<file path="src/rtl/eyeCalPkg.sv">
package eyeCalPkg;

  typedef enum logic [2:0] {
    S_IDLE,
    S_REQ,
    S_SETTLE,
    S_CMP,
    S_FIN
  } calStateT;

  // strobes from control to datapath
  typedef struct packed {
    logic clear;   // restart sweep bookkeeping at tap 0
    logic record;  // grade current tap with cmpPass
    logic step;    // advance sweep tap
    logic apply;   // commit window midpoint (or flag error)
  } calStrobeT;

endpackage

</file>
<file path="src/rtl/eyeCalCtrl.sv">
module eyeCalCtrl
  import eyeCalPkg::*;
#(
  parameter int SETTLE_CYC = 8,
  parameter int IV_W       = 16
) (
  input  logic            clk,
  input  logic            rstN,
  input  logic            calStart,
  input  logic [IV_W-1:0] intervalCfg,
  input  logic            idleGrant,
  input  logic            cmpDone,
  input  logic            tapAtMax,
  output calStrobeT       strb,
  output logic            calReq,
  output logic            cmpReq,
  output logic            busy
);

  localparam int SC_W = (SETTLE_CYC > 1) ? $clog2(SETTLE_CYC) : 1;
  localparam logic [SC_W-1:0] SC_LAST = SC_W'(SETTLE_CYC - 1);

  calStateT        state, nxt;
  logic [SC_W-1:0] sCnt;
  logic [IV_W-1:0] ivCnt;
  logic            ivHit;

  assign ivHit = (state == S_IDLE) && (intervalCfg != '0) &&
                 ((ivCnt + IV_W'(1)) >= intervalCfg);

  always_comb begin
    nxt  = state;
    strb = '0;
    case (state)
      S_IDLE:   if (calStart || ivHit) nxt = S_REQ;
      S_REQ:    if (idleGrant) begin
                  strb.clear = 1'b1;
                  nxt        = S_SETTLE;
                end
      S_SETTLE: if (sCnt == SC_LAST) nxt = S_CMP;
      S_CMP:    if (cmpDone) begin
                  strb.record = 1'b1;
                  if (tapAtMax) nxt = S_FIN;
                  else begin
                    strb.step = 1'b1;
                    nxt       = S_SETTLE;
                  end
                end
      S_FIN: begin
        strb.apply = 1'b1;
        nxt        = S_IDLE;
      end
      default: nxt = S_IDLE;
    endcase
  end

  always_ff @(posedge clk) begin
    if (!rstN) begin
      state <= S_IDLE;
      sCnt  <= '0;
      ivCnt <= '0;
    end else begin
      state <= nxt;
      sCnt  <= (state == S_SETTLE) ? sCnt + SC_W'(1) : '0;
      if (state != S_IDLE || ivHit)  ivCnt <= '0;
      else if (intervalCfg != '0)    ivCnt <= ivCnt + IV_W'(1);
    end
  end

  assign calReq = (state != S_IDLE);
  assign cmpReq = (state == S_CMP);
  assign busy   = (state == S_SETTLE) || (state == S_CMP) || (state == S_FIN);

endmodule

</file>
<file path="src/rtl/eyeCalPath.sv">
module eyeCalPath
  import eyeCalPkg::*;
#(
  parameter int TAP_W     = 6,
  parameter int MIN_RUN   = 2,
  parameter int RESET_TAP = 32
) (
  input  logic             clk,
  input  logic             rstN,
  input  calStrobeT        strb,
  input  logic             cmpPass,
  output logic             tapAtMax,
  output logic [TAP_W-1:0] sweepTap,
  output logic [TAP_W-1:0] appliedTap,
  output logic             calErr
);

  localparam int LEN_W = TAP_W + 1;
  localparam logic [LEN_W-1:0] MIN_LEN = LEN_W'(MIN_RUN);

  logic [TAP_W-1:0] runStart, bestStart, curStart;
  logic [LEN_W-1:0] runLen, bestLen, curLen, midSum;

  assign tapAtMax = (sweepTap == {TAP_W{1'b1}});
  assign curStart = (runLen == '0) ? sweepTap : runStart;
  assign curLen   = runLen + LEN_W'(1);
  assign midSum   = {1'b0, bestStart} + ((bestLen - LEN_W'(1)) >> 1);

  always_ff @(posedge clk) begin
    if (!rstN) begin
      sweepTap   <= '0;
      runStart   <= '0;
      runLen     <= '0;
      bestStart  <= '0;
      bestLen    <= '0;
      appliedTap <= TAP_W'(RESET_TAP);
      calErr     <= 1'b0;
    end else begin
      if (strb.clear) begin
        sweepTap  <= '0;
        runStart  <= '0;
        runLen    <= '0;
        bestStart <= '0;
        bestLen   <= '0;
      end
      if (strb.record) begin
        if (cmpPass) begin
          runStart <= curStart;
          runLen   <= curLen;
          // strictly longer: on a tie the earlier run is kept
          if (curLen > bestLen) begin
            bestStart <= curStart;
            bestLen   <= curLen;
          end
        end else begin
          runLen <= '0;
        end
      end
      if (strb.step) sweepTap <= sweepTap + TAP_W'(1);
      if (strb.apply) begin
        if (bestLen >= MIN_LEN) begin
          appliedTap <= midSum[TAP_W-1:0];
          calErr     <= 1'b0;
        end else begin
          calErr <= 1'b1;
        end
      end
    end
  end

endmodule

</file>
<file path="src/rtl/eyeCenterCal.sv">
module eyeCenterCal
  import eyeCalPkg::*;
#(
  parameter int TAP_W      = 6,
  parameter int IV_W       = 16,
  parameter int SETTLE_CYC = 8,
  parameter int MIN_RUN    = 2,
  parameter int RESET_TAP  = 32
) (
  input  logic             clk,
  input  logic             rstN,
  input  logic             calStart,
  input  logic [IV_W-1:0]  intervalCfg,
  input  logic             idleGrant,
  output logic             calReq,
  output logic             cmpReq,
  input  logic             cmpDone,
  input  logic             cmpPass,
  output logic             busy,
  output logic [TAP_W-1:0] delayTap,
  output logic             calErr
);

  calStrobeT        strb;
  logic             tapAtMax;
  logic [TAP_W-1:0] sweepTap, appliedTap;

  eyeCalCtrl #(.SETTLE_CYC(SETTLE_CYC), .IV_W(IV_W)) uCtrl (
    .clk(clk), .rstN(rstN), .calStart(calStart), .intervalCfg(intervalCfg),
    .idleGrant(idleGrant), .cmpDone(cmpDone), .tapAtMax(tapAtMax),
    .strb(strb), .calReq(calReq), .cmpReq(cmpReq), .busy(busy)
  );

  eyeCalPath #(.TAP_W(TAP_W), .MIN_RUN(MIN_RUN), .RESET_TAP(RESET_TAP)) uPath (
    .clk(clk), .rstN(rstN), .strb(strb), .cmpPass(cmpPass),
    .tapAtMax(tapAtMax), .sweepTap(sweepTap), .appliedTap(appliedTap),
    .calErr(calErr)
  );

  // the sweep tap reaches the line only while sweeping
  assign delayTap = busy ? sweepTap : appliedTap;

endmodule

</file>
<file path="config.mk">
export PLATFORM = sky130hd
export DESIGN_NAME = eyeCenterCal
export DESIGN_NICKNAME = d
export VERILOG_FILES = /design/src/rtl/eyeCalPkg.sv /design/src/rtl/eyeCalCtrl.sv /design/src/rtl/eyeCalPath.sv /design/src/rtl/eyeCenterCal.sv
export SDC_FILE = /design/constraint.sdc
export NUM_CORES = 1
export LEC_CHECK = 0
export ABC_AREA = 1
export CELL_PAD_IN_SITES_DETAIL_PLACEMENT = 1
export CELL_PAD_IN_SITES_GLOBAL_PLACEMENT = 2
export CORE_MARGIN = 2
export CORE_UTILIZATION = 33
export DETAILED_ROUTE_END_ITERATION = 10
export PLACE_DENSITY_LB_ADDON = 0.12
export SETUP_SLACK_MARGIN = 0.15
export SYNTH_ARGS = -nofsm -noshare
export SYNTH_HDL_FRONTEND = slang
export SYNTH_SLANG_ARGS = --single-unit
</file>
<file path="constraint.sdc">
create_clock -name clk -period 3.74 [get_ports clk]
set_clock_uncertainty 0.15 [all_clocks]
set_input_delay 0.748 -clock clk [delete_from_list [all_inputs] [get_ports clk]]
set_output_delay 0.748 -clock clk [all_outputs]
set_load 0.1 [all_outputs]
</file>
### After elaboration in Yosys (flattened, before gate mapping)

Index checks and enable logic that the tools add are counted.

* bits in registers: 61
* bits of input ports: 22
* output and inout bits: 10

* add/subtract/negate cells: 6
* order comparisons: 3
* equal/unequal tests: 10
* mux-type cells: 31
* bitwise gates (word level): 1
* reductions and logical operators: 16

Operator list (number)
* two-way mux 6 bit: 11
* two-way mux 7 bit: 7
* adder 16 x 1 -> 16 bit, second input constant: 1
* >= comparator 16 bit: 1
* nonzero test 16 bit: 1
* two-way mux 3 bit: 5
* one-hot mux 3 bit (4 select lines): 1
* adder 7 x 1 -> 7 bit, second input constant: 1
* >= comparator 7 x 2 -> 1 bit, second input constant: 1
* greater-than comparator 7 bit: 1
* logical NOT 7 bit: 1
* subtractor 7 x 1 -> 7 bit, second input constant: 1
* adder 6 x 1 -> 6 bit, second input constant: 1
* adder 6 bit: 1
* == test 3 x 2 -> 1 bit, second input constant: 2
* == test 3 bit, second input constant: 2
* == test 6 bit, second input constant: 1
* two-way mux 1 bit: 5
* logical OR 1 bit: 4
* two-way mux 2 bit: 2
* inequality test 2 x 1 -> 1 bit, second input constant: 2
* inequality test 2 bit, second input constant: 2
* AND reduction 2 bit: 2
* AND reduction 4 bit: 1
* other kinds (8): 10

### Longest topological paths before layout

Gate-level depths: netlist of run 1.

* word-level depth: 6
* gate-level depth with buffers: 20

### Modules after synthesis

From an unflattened synthesis of run 1, not the netlist that was laid out.

* cell total of the unflattened synthesis: 652
* area, all modules: 4299.1 um2

By module, submodules not included
* eyeCalPath: times used 1, cells each 360, area an instance 2452.4 um2, seq. area each 780.7 um2
* eyeCalCtrl: times used 1, cells each 273, area an instance 1775.5 um2, seq. area each 440.4 um2
* eyeCenterCal: times used 1, cells each 19, area an instance 71.3 um2, seq. area each 0.0 um2

### Worst setup path before layout of run 1

OpenSTA, ideal clock, no wires.

* path kind: register to output
* start point: register uCtrl.state[2]
* end point: output port delayTap[0]
* data arrival time: 2.848 ns
* required time: 2.842 ns
* path slack: -0.006 ns
* stages on the path, launching flop included: 7
* path buffers: 1
* path through: dfxtp_1 > inv_1 > nor2_1 > o21bai_1 > buf_2 > nor2_1 > a21oi_1

* word-level cells in the longest chain between the ends: 4
* elaborated cells between the ends (all ways): 6
* classes of those cells: eq/ne (3); mux (1); reduce/logical (2)

RTL lines
* start, declared: line eyeCalCtrl.sv:23 `calStateT state, nxt;`
* start signal, assigned: line eyeCalCtrl.sv:63 `state <= nxt;`
* == test 3 x 2 -> 1 bit: line eyeCalCtrl.sv:72 `assign busy = (state == S_SETTLE) || (state == S_CMP) || (state == S_FIN);`
* logical OR 1 bit: line eyeCalCtrl.sv:72
* logical OR 1 bit *: line eyeCalCtrl.sv:72
* via busy: line eyeCenterCal.sv:19 `output logic busy,`
* two-way mux 6 bit *: line eyeCenterCal.sv:41 `assign delayTap = busy ? sweepTap : appliedTap;`
* end, declared: line eyeCenterCal.sv:20 `output logic [TAP_W-1:0] delayTap,`

Mark *: on every way through the listed nets, which the timed path passes. The rest lies on a longest branch.

### Final worst setup path of run 1

* start point: register uCtrl.state[1]
* end point: output port delayTap[1]

* word-level cells in the longest chain between the ends: 4
* elaborated cells between the ends (all ways): 6
* classes of those cells: eq/ne (3); mux (1); reduce/logical (2)

RTL lines (line)
* == test 3 x 2 -> 1 bit: eyeCalCtrl.sv:72
* logical OR 1 bit: eyeCalCtrl.sv:72
* logical OR 1 bit *: eyeCalCtrl.sv:72
* two-way mux 6 bit *: eyeCenterCal.sv:41

Every way passes the cells marked *; elsewhere a longest branch is shown, timed or not.

==> flow_summary_export.csv, run 1 <==
group,metric,value,unit
synth,async_reset_ff_frac,0,
hold_path,whs_endpoint,"uCtrl.sCnt[0]$_SDFF_PN0_",
global_routing,grt_max_degree,34,
synth,synth-edff-count,0,
die,core,11400,µm²
placed_design,io_buffers,31,
power,ir_worst_vdd,0.468,mV
placed_design,post-place-cells,726,
timing,fmax,323,MHz
critical_path,worstPathArrival,2.20,ns
synth,synth_top_area_frac,0.316,
clock_tree,insertion_delay,0.33,ns
critical_path,ff2ff_path_depth,17,
synth,synth_nets,618,
synth,yosysUniqueCellTypes,35,
clock_tree,hold_buffers,0,
route,drtIter0Drc,147,
layout,n_antenna_cell,0,
die,std_cell_rows,39,
power,cellPowerDensity,513,nW/µm²
critical_path,startpoint,"uCtrl.state[1]$_SDFFE_PN0P_",
timing,setup_viol,0,
global_routing,grt_antenna_before_repair,0,
die,die_y,112,µm
synth,yosys-top-cells-area,"dfxtp_1 (32%), nand2_1 (12%), ha_1 (12%)",
placed_design,hpwl,8.27,mm
critical_path,regToRegSetupSlack,0.74,ns
hold_path,holdCritPathClass,"reg2reg",
route,route.detailed.drc,0,
clock_tree,clk_pin_slew,0.05,ns
critical_path,cp.required,2.84,ns
hold_path,min_from,"uCtrl.sCnt[0]$_SDFF_PN0_",
critical_path,crit_path_max_fanout,11,
clock_tree,numCtsBuffers,9,
die,fp.dieArea,12600,µm²
timing,final_hold_viol_count,0,
critical_path,r2r-start,"uCtrl.ivCnt[0]$_SDFFE_PP0N_",
clock_tree,cts_tree,"done",
critical_path,startpoint_type,"flop",
global_routing,grt_usage,0.176,
global_routing,grt_pass1_wl,17.7,mm
global_routing,grt-ovfl-total,0,
global_routing,first_global_vias,3682,
synth,yosys.area.top_type,"dfxtp_1",
synth,synth-main-ff-cell,"dfxtp_1",
route,postRouteAntennaNets,0,
synth,synth_commonest_cells,"nand2_1 (122), inv_1 (76), a21oi_1 (67)",
clock_tree,cts-resized-gates,0,
route,routed_wl,10.6,mm
clock_tree,clockRootBuffer,"clkbuf_16",
critical_path,path_class,"reg2out",
route,drt-vias-per-instance,4.88,
layout,fill_cells,1467,
route,vias,3623,
clock_tree,cts.path.max_buffers,2,
synth,avgSynthCellArea,6.92,µm²
synth,ys_ff_latch,61,
timing,finalCritPeriodShare,0.829,
timing,rsz0062_at_grt,"false",
layout,syn_to_final_growth,19.9,%
die,start_util,0.339,
power,p_total,2.38,mW
timing,slew_violations,0,
die,dieWidth,112,µm
synth,synth_cells,559,
layout,nets,653,
placed_design,place_congestion,0.770,
layout,layout.cells.non_filler,742,
clock_tree,cts.sinks,61,
route,wl_per_cell,14.3,µm
synth,yosysSeqAreaShare,0.316,
synth,synth_area,3870,µm²
route,firstDrtPassIters,4,
timing,fin_tns_setup,0,ns
critical_path,endpoint_kind,"output port",
synth,synth.most_common_cell,"nand2_1",
die,pin_count,32,
timing,max_slew_margin,0.356,
job,cap_violations,0,
hold_path,hold_depth,1,
power,leakage,2.00,nW
layout,drive_gt1_frac,0.0801,
timing,min_period,3.10,ns
timing,worst_pin_slew,0.963,ns
clock_tree,post_cts_buffers,0,
synth,synth-warning-count,0,
clock_tree,htreeDepth,3,
critical_path,worstReg2RegEnd,"uCtrl.ivCnt[2]$_SDFFE_PP0N_",
run_status,outcome,"completed",
==> routing by layer <==
layer  vias to the layer above  global-route usage  routed length, µm
li1                       1875                   -                  -
met3                        10              0.0362                204
met4                         0              0.0561                133
met1                      1715               0.226               5260
met2                        23               0.296               5020
met5                         -                   0                  0
==> cell families after synthesis <==
| group | after synthesis | share of synthesized area |
|---|---|---|
| AND/OR/NAND/NOR | 233 | 0.261 |
| AO/OA/AOI/OAI | 107 | 0.141 |
| buffers and inverters | 93 | 0.0960 |
| flip-flops | 61 | 0.316 |
| adder cells (fa/ha/maj) | 37 | 0.122 |
| XOR/XNOR | 26 | 0.0588 |
| multiplexers | 2 | 0.00582 |
==> critical path, cell delays in order, from the launching register on <==
cell	delay, ns
dfxtp_1	0.42
inv_2	0.11
o21bai_1	0.69
mux2_2	0.42
buf_4	0.23
==> cell type report <==
cell class / count / area (µm²) / area share
Clock buffer: 12 / 256 / 0.0553
Clock inverter: 4 / 70.1 / 0.0151
Inverter: 81 / 310 / 0.0669
Multi-Input combinational cell: 405 / 2280 / 0.491
Sequential cell: 61 / 1220 / 0.263
Tap cell: 143 / 179 / 0.0386
Timing Repair Buffer: 36 / 325 / 0.0701
==> state kept, by name (all words and copies together) (netlist names) <==
register          flops
uCtrl.ivCnt          16
uPath.bestStart       6
uPath.bestLen         7
uCtrl.state           3
uPath.sweepTap        6
uPath.runLen          7
uPath.runStart        6
uPath.appliedTap      6
uCtrl.sCnt            3
uPath.calErr          1
==> worst max-delay path by stage <==
stage	to	slack [ns]	cells after the start
floorplan	delayTap[0]	-0.006	6
global route	uCtrl.state[0]$_SDFFE_PN0P_	0.48	18
global placement	uCtrl.ivCnt[0]$_SDFFE_PP0N_	0.84	17
finish	delayTap[1]	0.64	4
detailed placement	uCtrl.ivCnt[2]$_SDFFE_PP0N_	0.75	17
CTS	delayTap[1]	0.64	4
==> cells in the final DEF (no fill, tap or decap), types with 14 or more instances in the layout <==
cell type and count:
a21oi_1 67, ha_1 36, clkdlybuf4s50_1 22, inv_1 76
dfxtp_1 61, nor2_1 50, xor2_1 20, nand3_1 24
nand2_1 122, buf_4 14, o21ai_0 36
==> stage by stage <==
step / setup WS [ns] / instance area (µm²) / utilization / hold WS [ns]
floorplan: -0.00556 / 3870 / - / 0.249
global placement: 0.837 / 4310 / 0.378 / 0.257
detailed placement: 0.754 / 4310 / 0.378 / 0.267
CTS: 0.640 / 4640 / 0.406 / 0.274
global route: 0.477 / 4640 / 0.406 / 0.298
finish: 0.641 / 4640 / 0.406 / 0.272
==> power by group <==
part | total (mW) | leakage [nW] | switching [mW] | internal, mW
Combinational | 0.755 | 1.34 | 0.547 | 0.208
Clock | 0.908 | 0.163 | 0.291 | 0.617
Sequential | 0.715 | 0.492 | 0.0326 | 0.682
Note: power is estimated with default switching activity, not from simulation.
==> run 2, diff against run 1 <==
--- a/config.mk
+++ b/config.mk
@@ -9,7 +9,7 @@
 export CELL_PAD_IN_SITES_DETAIL_PLACEMENT = 1
 export CELL_PAD_IN_SITES_GLOBAL_PLACEMENT = 2
 export CORE_MARGIN = 2
-export CORE_UTILIZATION = 33
+export CORE_UTILIZATION = 30
 export DETAILED_ROUTE_END_ITERATION = 10
 export PLACE_DENSITY_LB_ADDON = 0.12
 export SETUP_SLACK_MARGIN = 0.15
==> constraint.sdc (replaced) <==
create_clock -name clk -period 2.75 [get_ports clk]
set_clock_uncertainty 0.15 [all_clocks]
set_input_delay 0.55 -clock clk [delete_from_list [all_inputs] [get_ports clk]]
set_output_delay 0.55 -clock clk [all_outputs]
set_load 0.1 [all_outputs]
==> run 2 against run 1 <==
Against the previous run: worst hold slack improved by 0.0086 ns; final cell count rose by 8.8%; via count rose by 4.9%; highest routed layer unchanged; clock power rose by 18%; largest power group is now combinational logic; sequential share of layout area fell by 4.2 points; critical path depth rose by 11; core utilization rose by 3.6 points; non-clock buffer count rose by 35; total power rose by 46%; worst setup slack got worse by 0.59 ns.
==> flow_summary_export.csv, run 2 (same netlist as run 1, synthesis figures left out) <==
group,metric,value,unit
timing,rsz0062_at_grt,"true",
power,ir_worst_vdd,0.430,mV
route,routed_wl,12.4,mm
layout,layout_commonest_cell,"nand2_1",
route,route.detailed.drc,0,
timing,setup_ws,0.0501,ns
job,cap_violations,0,
route,vias,3800,
timing,fmax,370,MHz
route,firstDrtPassIters,4,
timing,final_hold_viol_count,0,
layout,largest_reg_flops,16,
clock_tree,htreeDepth,3,
layout,final_cell_mix,"nand2_1 (111), inv_1 (75), dfxtp_1 (56)",
clock_tree,numCtsBuffers,9,
global_routing,grt_max_degree,30,
layout,n_antenna_cell,0,
clock_tree,clk_pin_slew,0.05,ns
timing,max_slew_margin,0.652,
layout,drive_gt1_frac,0.257,
global_routing,grt_pass1_wl,19.7,mm
placed_design,place_congestion,0.755,
timing,setup_viol,0,
clock_tree,cts.path.max_buffers,2,
critical_path,crit_path_max_fanout,8,
layout,largest_register,"uCtrl.ivCnt",
clock_tree,clockRootBuffer,"clkbuf_16",
clock_tree,insertion_delay,0.33,ns
critical_path,worstPathArrival,2.81,ns
global_routing,grt_antenna_before_repair,0,
clock_tree,cts_tree,"done",
power,p_total,3.47,mW
global_routing,first_global_vias,4064,
die,std_cell_rows,41,
run_status,outcome,"completed",
placed_design,dp_slack,-0.176,ns
route,postRouteAntennaNets,0,
die,pin_count,32,
critical_path,endpoint_kind,"flop",
timing,worst_pin_slew,0.521,ns
die,die_y,118,µm
critical_path,path_class,"reg2reg",
layout,reg_top3,"uCtrl.ivCnt (16), uPath.bestLen (7), uPath.runLen (7)",
layout,syn_to_final_growth,44.2,%
global_routing,grt-ovfl-total,0,
timing,slew_violations,0,
layout,nets,690,
timing,finalCritPeriodShare,0.982,
route,drtIter0Drc,116,
die,core,12600,µm²
die,start_util,0.307,
critical_path,startpoint_type,"flop",
clock_tree,cts.sinks,61,
route,wl_per_cell,15.3,µm
die,fp.dieArea,13800,µm²
timing,min_period,2.70,ns
critical_path,cp.required,2.86,ns
power,leakage,2.37,nW
global_routing,grt_usage,0.175,
route,drt-vias-per-instance,4.71,
hold_path,holdCritPathClass,"reg2reg",
placed_design,hpwl,8.68,mm
power,cellPowerDensity,622,nW/µm²
placed_design,io_buffers,31,
die,dieWidth,118,µm
-- run 2: cell types whose count changed in the layout (fill, tap and decap cells not counted), sizes merged --
cell           delta
inv               +2
bufinv            -2
clkinv            -2
clkdlybuf4s50     -1
o21bai            +1
buf              +35
clkbuf            +3
-- run 2: power breakdown --
group / switching, mW / total (mW) / internal, mW / leakage (nW)
clock: 0.393 / 1.07 / 0.677 / 0.139
sequential: 0.0541 / 0.987 / 0.933 / 0.496
combinational: 0.907 / 1.42 / 0.508 / 1.73
-- run 2: routing by layer --
metal / global-route usage / routed length (µm) / share of wire / vias to the layer above
met5: 0 / 0 / 0 / -
met4: 0.0407 / 94 / 0.0076 / 0
met3: 0.0339 / 259 / 0.021 / 7
met2: 0.318 / 6430 / 0.52 / 30
met1: 0.212 / 5600 / 0.45 / 1815
li1: - / - / - / 1948
-- run 2: path summary, 6_finish.rpt --
check	end	from	slack, ns	cells after the start
setup / recovery	uCtrl.ivCnt[4]$_SDFFE_PP0N_	uCtrl.ivCnt[1]$_SDFFE_PP0N_	0.05	15
hold / removal	uCtrl.sCnt[0]$_SDFF_PN0_	uCtrl.sCnt[0]$_SDFF_PN0_	0.28	1
setup reg to reg	uCtrl.ivCnt[4]$_SDFFE_PP0N_	uCtrl.ivCnt[1]$_SDFFE_PP0N_	0.05	15
hold reg to reg	uCtrl.sCnt[0]$_SDFF_PN0_	uCtrl.sCnt[0]$_SDFF_PN0_	0.28	1
-- run 2: what timing repair did --
item / in CTS / in global routing
pin swaps: 14 / 20
resized for setup: 43 / 66
gates cloned: 0 / 3
setup buffers: 3 / 5
endpoints found under the setup margin: 27 / 38
hold buffers: 0 / 0
endpoints found under the hold margin: 0 / 0
-- run 2: cell type report --
cell class	count	area, µm²
clock buffer	14	274
fill	1555	7040
clock inverter	1	5.00
inverter	81	313
multi-input combinational	406	2810
timing repair inverter	1	6.26
timing repair buffer	71	723
sequential	61	1230
tap	172	215
-- run 2: worst max-delay path: stages (launching register included) --
cell and delay, ns:
dfxtp_4 0.36, and3_4 0.21, nand3_4 0.08, nor3_4 0.15
buf_6 0.17, nand2_4 0.05, xor2_2 0.15, ha_1 0.33
a21oi_4 0.16, o21ai_2 0.08, a21oi_2 0.14, nand2_2 0.09
nand2_4 0.09, nand3_4 0.11, clkbuf_16 0.19, a21oi_1 0.10
-- run 2: through the flow --
stage          hold WS, ns  setup TNS (ns)  utilization  instance area, µm²  cells
6_report             0.280               0        0.442                5580    807
5_1_grt              0.322           -1.55        0.442                5580    807
4_1_cts              0.283               0        0.412                5200    799
3_5_place_dp         0.273           -2.18        0.372                4700    781
3_3_place_gp         0.257         -0.0648        0.372                4700    781
2_1_floorplan        0.249               0            -                3930    559
